**src/rtl/fir_pkg.sv**
```systemverilog
package fir_pkg;
  typedef enum logic {
    ST_IDLE = 1'b0,
    ST_RUN  = 1'b1
  } fir_state_e;
endpackage

```
**src/rtl/fir_coef_bank.sv**
```systemverilog
module fir_coef_bank #(
  parameter int NTAPS  = 4,
  parameter int COEF_W = 16,
  localparam int IDX_W = $clog2(NTAPS)
) (
  input  logic                     clk,
  input  logic                     rst_n,
  input  logic                     wr_en,
  input  logic [IDX_W-1:0]         wr_idx,
  input  logic signed [COEF_W-1:0] wr_val,
  input  logic [IDX_W-1:0]         rd_idx,
  output logic signed [COEF_W-1:0] rd_val
);
  logic signed [COEF_W-1:0] bank [NTAPS];

  for (genvar i = 0; i < NTAPS; i++) begin : g_entry
    always_ff @(posedge clk or negedge rst_n) begin
      if (!rst_n)
        bank[i] <= COEF_W'(i + 2);
      else if (wr_en && (wr_idx == IDX_W'(i)))
        bank[i] <= wr_val;
    end
  end

  assign rd_val = bank[rd_idx];
endmodule

```
**src/rtl/fir_delay_line.sv**
```systemverilog
module fir_delay_line #(
  parameter int DEPTH  = 4,
  parameter int DATA_W = 16,
  localparam int IDX_W = $clog2(DEPTH)
) (
  input  logic                     clk,
  input  logic                     rst_n,
  input  logic                     push,
  input  logic signed [DATA_W-1:0] push_val,
  input  logic [IDX_W-1:0]         age,
  output logic signed [DATA_W-1:0] age_val
);
  logic signed [DATA_W-1:0] ring [DEPTH];
  logic [IDX_W-1:0]         wr_ptr;
  logic [IDX_W-1:0]         rd_ptr;

  always_ff @(posedge clk or negedge rst_n) begin
    if (!rst_n)
      wr_ptr <= '0;
    else if (push)
      wr_ptr <= wr_ptr + IDX_W'(1);
  end

  for (genvar i = 0; i < DEPTH; i++) begin : g_slot
    always_ff @(posedge clk or negedge rst_n) begin
      if (!rst_n)
        ring[i] <= '0;
      else if (push && (wr_ptr == IDX_W'(i)))
        ring[i] <= push_val;
    end
  end

  // newest entry sits one behind the write pointer; modulo by width
  assign rd_ptr  = wr_ptr - IDX_W'(1) - age;
  assign age_val = ring[rd_ptr];
endmodule

```
**src/rtl/fir_mac.sv**
```systemverilog
module fir_mac #(
  parameter int SAMP_W = 16,
  parameter int COEF_W = 16,
  parameter int ACC_W  = 40,
  localparam int PROD_W = SAMP_W + COEF_W
) (
  input  logic                     clk,
  input  logic                     rst_n,
  input  logic                     clear,
  input  logic                     step,
  input  logic signed [SAMP_W-1:0] samp,
  input  logic signed [COEF_W-1:0] coef,
  output logic signed [ACC_W-1:0]  acc_next
);
  localparam logic signed [ACC_W-1:0] ACC_MAX = {1'b0, {(ACC_W-1){1'b1}}};
  localparam logic signed [ACC_W-1:0] ACC_MIN = {1'b1, {(ACC_W-1){1'b0}}};

  logic signed [PROD_W-1:0] prod;
  logic signed [ACC_W:0]    wide;
  logic signed [ACC_W-1:0]  acc_q;

  assign prod = samp * coef;
  assign wide = (ACC_W+1)'(acc_q) + (ACC_W+1)'(prod);

  always_comb begin
    if (wide[ACC_W] != wide[ACC_W-1])
      acc_next = wide[ACC_W] ? ACC_MIN : ACC_MAX;
    else
      acc_next = wide[ACC_W-1:0];
  end

  always_ff @(posedge clk or negedge rst_n) begin
    if (!rst_n)
      acc_q <= '0;
    else if (clear)
      acc_q <= '0;
    else if (step)
      acc_q <= acc_next;
  end
endmodule

```
**src/rtl/fir_sequencer.sv**
```systemverilog
module fir_sequencer
  import fir_pkg::*;
#(
  parameter int NTAPS = 4,
  localparam int IDX_W = $clog2(NTAPS)
) (
  input  logic             clk,
  input  logic             rst_n,
  input  logic             start,
  output logic             busy,
  output logic             last,
  output logic [IDX_W-1:0] tap
);
  fir_state_e state;

  always_ff @(posedge clk or negedge rst_n) begin
    if (!rst_n) begin
      state <= ST_IDLE;
      tap   <= '0;
    end else begin
      case (state)
        ST_IDLE: if (start) begin
          state <= ST_RUN;
          tap   <= '0;
        end
        ST_RUN: begin
          tap <= tap + IDX_W'(1);
          if (last) state <= ST_IDLE;
        end
        default: state <= ST_IDLE;
      endcase
    end
  end

  assign busy = (state == ST_RUN);
  assign last = busy && (tap == IDX_W'(NTAPS - 1));
endmodule

```
**src/rtl/fir_tap_engine.sv**
```systemverilog
module fir_tap_engine #(
  parameter int NTAPS  = 4,
  parameter int SAMP_W = 16,
  parameter int COEF_W = 16,
  parameter int ACC_W  = 40,
  localparam int IDX_W = $clog2(NTAPS)
) (
  input  logic              clk,
  input  logic              rst_n,
  input  logic              s_valid,
  output logic              s_ready,
  input  logic [SAMP_W-1:0] s_data,
  input  logic              coef_we,
  input  logic [IDX_W-1:0]  coef_idx,
  input  logic [COEF_W-1:0] coef_data,
  output logic [ACC_W-1:0]  y_data,
  output logic              y_done
);
  logic                     accept;
  logic                     busy;
  logic                     last;
  logic [IDX_W-1:0]         tap;
  logic signed [SAMP_W-1:0] samp;
  logic signed [COEF_W-1:0] coef;
  logic signed [ACC_W-1:0]  acc_next;

  assign s_ready = !busy;
  assign accept  = s_valid && s_ready;

  fir_sequencer #(.NTAPS(NTAPS)) u_seq (
    .clk(clk), .rst_n(rst_n), .start(accept),
    .busy(busy), .last(last), .tap(tap)
  );

  fir_delay_line #(.DEPTH(NTAPS), .DATA_W(SAMP_W)) u_ring (
    .clk(clk), .rst_n(rst_n), .push(accept), .push_val(s_data),
    .age(tap), .age_val(samp)
  );

  fir_coef_bank #(.NTAPS(NTAPS), .COEF_W(COEF_W)) u_coef (
    .clk(clk), .rst_n(rst_n), .wr_en(coef_we), .wr_idx(coef_idx),
    .wr_val(coef_data), .rd_idx(tap), .rd_val(coef)
  );

  fir_mac #(.SAMP_W(SAMP_W), .COEF_W(COEF_W), .ACC_W(ACC_W)) u_mac (
    .clk(clk), .rst_n(rst_n), .clear(accept), .step(busy),
    .samp(samp), .coef(coef), .acc_next(acc_next)
  );

  always_ff @(posedge clk or negedge rst_n) begin
    if (!rst_n) begin
      y_data <= '0;
      y_done <= 1'b0;
    end else begin
      y_done <= last;
      if (last) y_data <= acc_next;
    end
  end
endmodule

```
**config.mk**
```make
export PLATFORM = sky130hd
export DESIGN_NAME = fir_tap_engine
export DESIGN_NICKNAME = d
export VERILOG_FILES = /design/src/rtl/fir_pkg.sv /design/src/rtl/fir_coef_bank.sv /design/src/rtl/fir_delay_line.sv /design/src/rtl/fir_mac.sv /design/src/rtl/fir_sequencer.sv /design/src/rtl/fir_tap_engine.sv
export SDC_FILE = /design/constraint.sdc
export NUM_CORES = 1
export LEC_CHECK = 0
export BUFFER_PORTS_ARGS = -buffer_cell sky130_fd_sc_hd__buf_2
export CAP_MARGIN = 20
export CORE_ASPECT_RATIO = 0.75
export CORE_MARGIN = 2
export CORE_UTILIZATION = 40
export DETAILED_ROUTE_END_ITERATION = 6
export SKIP_CTS_REPAIR_TIMING = 1
export SYNTH_ARGS = -nofsm -noshare
export SYNTH_HDL_FRONTEND = slang
export SYNTH_SLANG_ARGS = --single-unit
```
**constraint.sdc**
```tcl
create_clock -name clk -period 13.6 [get_ports clk]
set_clock_uncertainty 0.2 [all_clocks]
set_input_delay 2.72 -clock clk [delete_from_list [all_inputs] [get_ports clk]]
set_output_delay 2.72 -clock clk [all_outputs]
set_load 0.005 [all_outputs]
```
==> metrics.md, run 1 <==
| Metric | Value |
|---|---|
| Clock Latency Late Sink | `550 ps` |
| Critical Path Source | `u_seq.tap[0]` |
| Worst reg-to-reg setup slack | `roughly 3000 ps` |
| # DRC | `0` |
| Top post-synthesis cells by area | `fa_1 (31%), dfrtp_1 (24%), mux2_2 (8.3%), inv_1 (7.3%), ha_1 (7.1%)` |
| Synthesized flop and latch total | `214` |
| Endpoints failing setup | `0` |
| CTS tree | `built` |
| Most Crowded Layer GR | `met1` |
| Place WS | `3084 ps` |
| Hold Path Class | `reg2reg` |
| Initial core utilization | `0.4025` |
| Crit Path Max Fanout | `26` |
| EDFF count, synth | `0` |
| Global-route wire length before repair | `89,970 µm` |
| Routed Antenna Nets | `0` |
| Gpl congestion | `0.8851` |
| Clock tree buffer depth | `3` |
| Seq/Total Area, Yosys | `0.2464` |
| Achievable Freq | `94.55 MHz` |
| DP HPWL | `44,560 µm` |
| Worst setup EP type | `flip-flop` |
| Synth warnings | `0` |
| Fin. Hold Viols | `0` |
| Nets@finish | `2,661` |
| Syn Nets | `2,606` |
| Synth-to-Final Area Change | `8.974%` |
| Crit-path max cell delay | `~800 ps` |
| HP Start | `y_data[13]` |
| Met1 usage | `0.3119` |
| Worst hold stages | `2` |
| Number of I/O port buffers | `79` |
| Antenna cells | `0` |
| Synth cell types | `68` |
| Share of cells above drive strength 1 | `0.1567` |
| Syn Std Cell Area | `0.02176 mm²` |
| Largest net degree at the start of global routing | `113` |
| Routed vias/inst | `5.118` |
| Crit path kind | `reg2reg` |
| Vias in the first global route | `15,770` |
| Post-synthesis instance total | `2,110` |
| Total negative slack | `0 ps` |
| RSZ-0062 raised after global routing | `no` |
| Slowest CP cell | `fa_1` |
| CTS Sinks | `214` |
| Drt total wl | `55,450 µm` |
| Critical path arrival | `10,810 ps` |
| Worst setup SP type | `flip-flop` |
| Core area | `0.05407 mm²` |
| Most used DFF post-synth | `dfrtp_1` |
| CTS clk-pin slew, worst paths | `70 ps` |
| Fillers | `just over 5,000` |
| Worst slew pin tran | `1102 ps` |
| DRT iter0 DRCs | `between 1,000 and 1,500` |
| R2r worst-path depth | `29` |
| Initial antenna violation count | `0` |
| Status | `finished, final reports clean` |
| Number of placement rows | `74` |
| Die area | `0.05631 mm²` |
| Tmin final | `10,580 ps` |
| Overall routing resource usage | `0.2062` |
| Ys async rst share | `1.000` |
| CTS root buffer | `clkbuf_16` |
| DR pass1 iterations | `6` |
| Yosys top cell area share | `0.3072` |
| # IOs | `80` |
| Die Ht | `206.0 µm` |
| Vias after detailed routing | `about 15,000` |
| Final Max Tran Viols | `0` |
| Top cell by count, worst path | `fa_1` |
| FF-to-FF Start | `u_seq.tap[0]` |
| Met2 Usage GRT | `0.2939` |
| Clock buffer count from CTS | `24` |
| Syn avg cell area | `roughly 10 µm²` |
| Synth area leader | `fa_1` |
| H-tree depth | `1` |
| Tcrit/Tclk final | `0.7777` |
| Met3 Use GR | `0.05821` |
| MaxCap Viol Count | `0` |
| Final setup margin | `3023 ps` |
| WL/cell | `19.09 µm` |
| Max-Slew Margin vs Limit | `0.2574` |
| Die X | `273.3 µm` |
| CP required | `13,830 ps` |
| Aggregate global routing overflow | `0` |
flip-flops by register name (all words and copies together) (netlist names):
register	count
u_coef.bank	64
u_seq.busy	1
y_done	1
u_ring.wr_ptr	2
y_data	40
u_ring.ring	64
u_seq.tap	2
u_mac.acc_q	40
cell usage in the layout (no fill, tap or decap), types with 5 or more instances in the layout:
cell type	instances
a21o_1	17
a21oi_1	41
a22o_1	13
and2_1	25
and3_1	6
buf_2	79
buf_4	20
clkbuf_1	9
clkbuf_16	24
clkbuf_8	6
dfrtp_1	208
dfstp_2	6
fa_1	334
ha_1	124
inv_1	425
maj3_1	5
mux2_2	160
mux2i_1	20
mux4_2	13
nand2_1	225
nand2b_1	6
nand3_1	16
nor2_1	143
nor2b_1	9
nor3_1	6
o211ai_1	6
o21a_1	23
o21ai_0	68
o21ai_1	25
o21bai_1	7
o31ai_1	8
xnor2_1	26
xor2_1	12
critical path, delay by kind of cell, from the launching register on:
family	cells	cell delay, ps
mux	1	410
buf+inv	8	1690
compound gates	6	1970
xor+xnor	2	340
fa+ha+maj	8	4230
flops	1	340
simple gates	4	1210
worst paths after layout:
kind / endpoint
min in group asynchronous: u_ring.wr_ptr[0]
max reg2reg: y_data[18]
max in group asynchronous: u_mac.acc_q[33]
max: y_data[18]
min reg2reg: y_data[13]
min: y_data[13]
metal layers:
metal | wire [µm] | vias to the layer above
li1 | - | 6727
met1 | 26950 | 7606
met2 | 22670 | 467
met3 | 4863 | 67
met4 | 969 | 0
met5 | 0 | -
metrics by stage:
step	instance area, µm²	hold slack, ps	instances	util
floorplan	21760	256.3	2110	-
global placement	22950	261.5	2860	0.4245
detailed placement	22960	268.8	2861	0.4246
CTS	23720	281.5	2905	0.4386
global route	23720	316.0	2905	0.4386
finish	23720	278.9	2905	0.4386
cell type report:
type,count,area (µm²),share of cell area
clock inverters,5,42.54,0.001794
multi-input cells,1398,14530,0.6126
clock buffers,39,716.9,0.03023
well taps,722,903.4,0.03809
repair buffers,100,560.5,0.02363
inverters,427,1603,0.06758
flip-flops and latches,214,5363,0.2261
cell families (layout without fill, tap and decap cells):
logic type / Yosys count / in the layout / synth area share
buffers and inverters: 498 / 571 / 0.08744
adder cells (fa/ha/maj): 466 / 466 / 0.3824
AND/OR/NAND/NOR: 457 / 457 / 0.08934
AO/OA/AOI/OAI: 243 / 243 / 0.07330
flip-flops: 214 / 214 / 0.2464
multiplexers: 193 / 193 / 0.1054
XOR/XNOR: 39 / 39 / 0.01570
cells in the mapped netlist (3+ instances only):
master and instances:
and2_1 25, mux4_2 13, nor3_1 6, maj3_2 3
o31ai_1 8, o21ai_0 69, buf_2 13, a21o_1 17
o21ai_1 24, nand2b_1 6, nor2b_1 9, xnor2_1 27
a211oi_1 4, mux2_2 160, maj3_1 5, a22o_1 13
nand3_1 16, nand4_1 3, inv_1 425, and4_1 3
dfrtp_1 208, o21a_1 23, o211ai_1 6, fa_1 334
buf_1 5, nand2_1 225, a311oi_1 3, o21bai_1 7
mux2i_1 20, a21oi_1 41, nand3b_1 3, and3_1 6
a31oi_1 4, ha_1 124, clkbuf_1 49, xor2_1 12
dfstp_2 6, a21oi_2 3, nor2_1 145
Power of run 1 is not shown: default switching activity piles up to over one toggle a cycle in this logic, so the estimate is an artifact.
==> run 2: changes to the inputs <==
- ABC_AREA: not set -> 1
- clock period: 13.6 -> 9.39 ns (I/O delays scaled with it)
==> run 2 against run 1 <==
  * First-iteration DRC count up 22%
  * Setup slack worse by 2600 ps
  * Via count up 20%
  * Cell area up 4.3%
  * Worst hold slack worse by 4.9 ps
  * Utilization up 0.38 points
  * Critical endpoint is now u_mac.acc_q[25]
==> metrics.md, run 2 <==
| Metric | Value |
|---|---|
| Initial core utilization | `0.4051` |
| Final instance area | `~0.025 mm²` |
| Synthesized flop and latch total | `214` |
| Final Max Tran Viols | `0` |
| Ys async rst share | `1.000` |
| Hold Path Class | `reg2reg` |
| Core area | `0.05593 mm²` |
| Endpoints failing setup | `0` |
| CTS clk-pin slew, worst paths | `60 ps` |
| H-tree depth | `1` |
| Overall routing resource usage | `0.2307` |
| Synth cell types | `43` |
| Crit Path Max Fanout | `23` |
| Number of I/O port buffers | `79` |
| Clock Latency Late Sink | `570 ps` |
| Most common cell after layout, fill and taps aside | `nand2_1` |
| Synth area leader | `fa_1` |
| Crit path kind | `reg2reg` |
| Gpl congestion | `approximately 0.97` |
| MaxCap Viol Count | `0` |
| Post-synthesis instance total | `2,742` |
| DRT iter0 DRCs | `1,285` |
| Nets@finish | `3,296` |
| Achievable Freq | `111.4 MHz` |
| WL/cell | `between 15 and 20 µm` |
| Max-Slew Margin vs Limit | `0.2834` |
| Synth warnings | `0` |
| Post-DP Area | `between 0.02 and 0.025 mm²` |
| CTS root buffer | `clkbuf_16` |
| Die X | `between 200 and 300 µm` |
| Tcrit/Tclk final | `0.9557` |
| Aggregate global routing overflow | `0` |
| RSZ-0062 raised after global routing | `no` |
| # IOs | `80` |
| Clock tree buffer depth | `3` |
| Syn Nets | `between 3,000 and 4,000` |
| Status | `finished, final reports clean` |
| Synth-to-Final Area Change | `9.229%` |
| DR pass1 iterations | `7` |
| CTS tree | `built` |
| Tmin final | `8974 ps` |
| Die area | `0.05858 mm²` |
| Critical path arrival | `9270 ps` |
| Worst slew pin tran | `1072 ps` |
| CP required | `a little under 10,000 ps` |
| Top-count cell post-synth | `nand2_1` |
| Vias in the first global route | `19,020` |
| Number of placement rows | `75` |
| Routed Antenna Nets | `0` |
| Commonest non-fill, non-tap cells in the layout | `nand2_1 (770), inv_1 (544), fa_1 (334)` |
| Drt total wl | `between 60,000 and 70,000 µm` |
| Routed vias/inst | `5.017` |
| Largest net degree at the start of global routing | `85` |
| Syn Std Cell Area | `0.02265 mm²` |
| Die Ht | `around 210 µm` |
| Largest registers | `u_coef.bank (64), u_ring.ring (64)` |
| Worst setup SP type | `flip-flop` |
| Commonest cells post-synth | `nand2_1 (770), inv_1 (545), fa_1 (334), nor2_1 (222), dfrtp_1 (208)` |
| Vias after detailed routing | `17,820` |
| Syn avg cell area | `8.262 µm²` |
| Yosys top cell area share | `0.2952` |
| Share of cells above drive strength 1 | `0.09113` |
| Total negative slack | `0 ps` |
| Fin. Hold Viols | `0` |
| EDFF count, synth | `0` |
| Seq/Total Area, Yosys | `0.2367` |
| Top post-synthesis cells by area | `fa_1 (30%), dfrtp_1 (23%), nand2_1 (13%), inv_1 (9.0%), ha_1 (6.8%)` |
| Initial antenna violation count | `2` |
| CTS Sinks | `approximately 210` |
| Global-route wire length before repair | `105,400 µm` |
| Clock buffer count from CTS | `26` |
| Worst setup EP type | `flip-flop` |
| DP HPWL | `51,070 µm` |
| # DRC | `0` |
| Most used DFF post-synth | `dfrtp_1` |
## run 2: cell count changes after synthesis, sizes merged, moves of 22 or more
| cell | change |
|---|---|
| nand2 | +581 |
| mux2 | -160 |
| inv | +121 |
| nor2 | +80 |
| o21ai | +64 |
| or2 | +35 |
| and2 | -25 |
| o21a | -23 |
| nand3 | +22 |
## run 2: through the flow
step             util  worst slack [ps]  hold slack [ps]  std cells
3_3_place_gp   0.4256             457.2            260.7       3498
5_1_grt        0.4423             70.88            298.8       3551
2_1_floorplan       -              1747            245.1       2742
3_5_place_dp   0.4262             544.9            259.3       3500
4_1_cts        0.4410             461.0            275.6       3548
6_report       0.4424             415.6            274.0       3553
## run 2: per-layer routing
layer	GRT usage	up-vias	wire length, µm
met5	0	-	0
met4	0.04987	0	1533
met3	0.05121	88	5417
met2	0.3478	540	27310
met1	0.3401	8901	30400
li1	-	8295	-
## run 2: cell families (layout without fill, tap and decap cells)
kind of cell	count (synthesis)	in the layout	share of synthesized area
XOR/XNOR	32	32	0.01237
flip-flops	214	214	0.2367
AND/OR/NAND/NOR	1132	1132	0.2021
AO/OA/AOI/OAI	244	244	0.06351
other	0	2	0
buffers and inverters	630	708	0.1075
multiplexers	32	32	0.01414
adder cells (fa/ha/maj)	458	458	0.3636
## run 2: worst max-delay path, cell delays in order, from the launching register on
cell and delay (ps):
dfrtp_1 450, clkinvlp_4 510, buf_4 390, a32oi_1 810, inv_1 610, nand2_1 240
fa_1 440, inv_1 160, fa_1 470, fa_1 490, fa_1 520, fa_1 510
inv_1 60, fa_1 470, inv_1 50, ha_1 400, nand2_1 130, nor2_1 340
nand2_1 80, o21ai_0 700, a21oi_1 290, xnor2_1 250, nand2_1 80, nand2_1 90
nand2_1 60, nand2_1 80
## run 2: final timing paths
check	slack (ps)	to	cells after the start	start
max in group asynchronous	6570	y_data[20]	2	rst_n
max reg2reg	420	u_mac.acc_q[25]	25	u_seq.tap[1]
min	270	y_data[25]	2	y_data[25]
min in group asynchronous	1080	u_ring.ring[36]	1	rst_n
min reg2reg	270	y_data[25]	2	y_data[25]
max	420	u_mac.acc_q[25]	25	u_seq.tap[1]
## run 2: cell type report
class                           instances  area (µm²)
Fill cell                            5531       31180
Multi-Input combinational cell       1898       14870
Sequential cell                       214        5363
Inverter                              551        2072
Tap cell                              731       914.6
Clock buffer                           39       739.5
Timing Repair Buffer                  109       693.2
Clock inverter                          9       92.59
Antenna cell                            2       5.005
Power of run 2 is left out for the same reason.
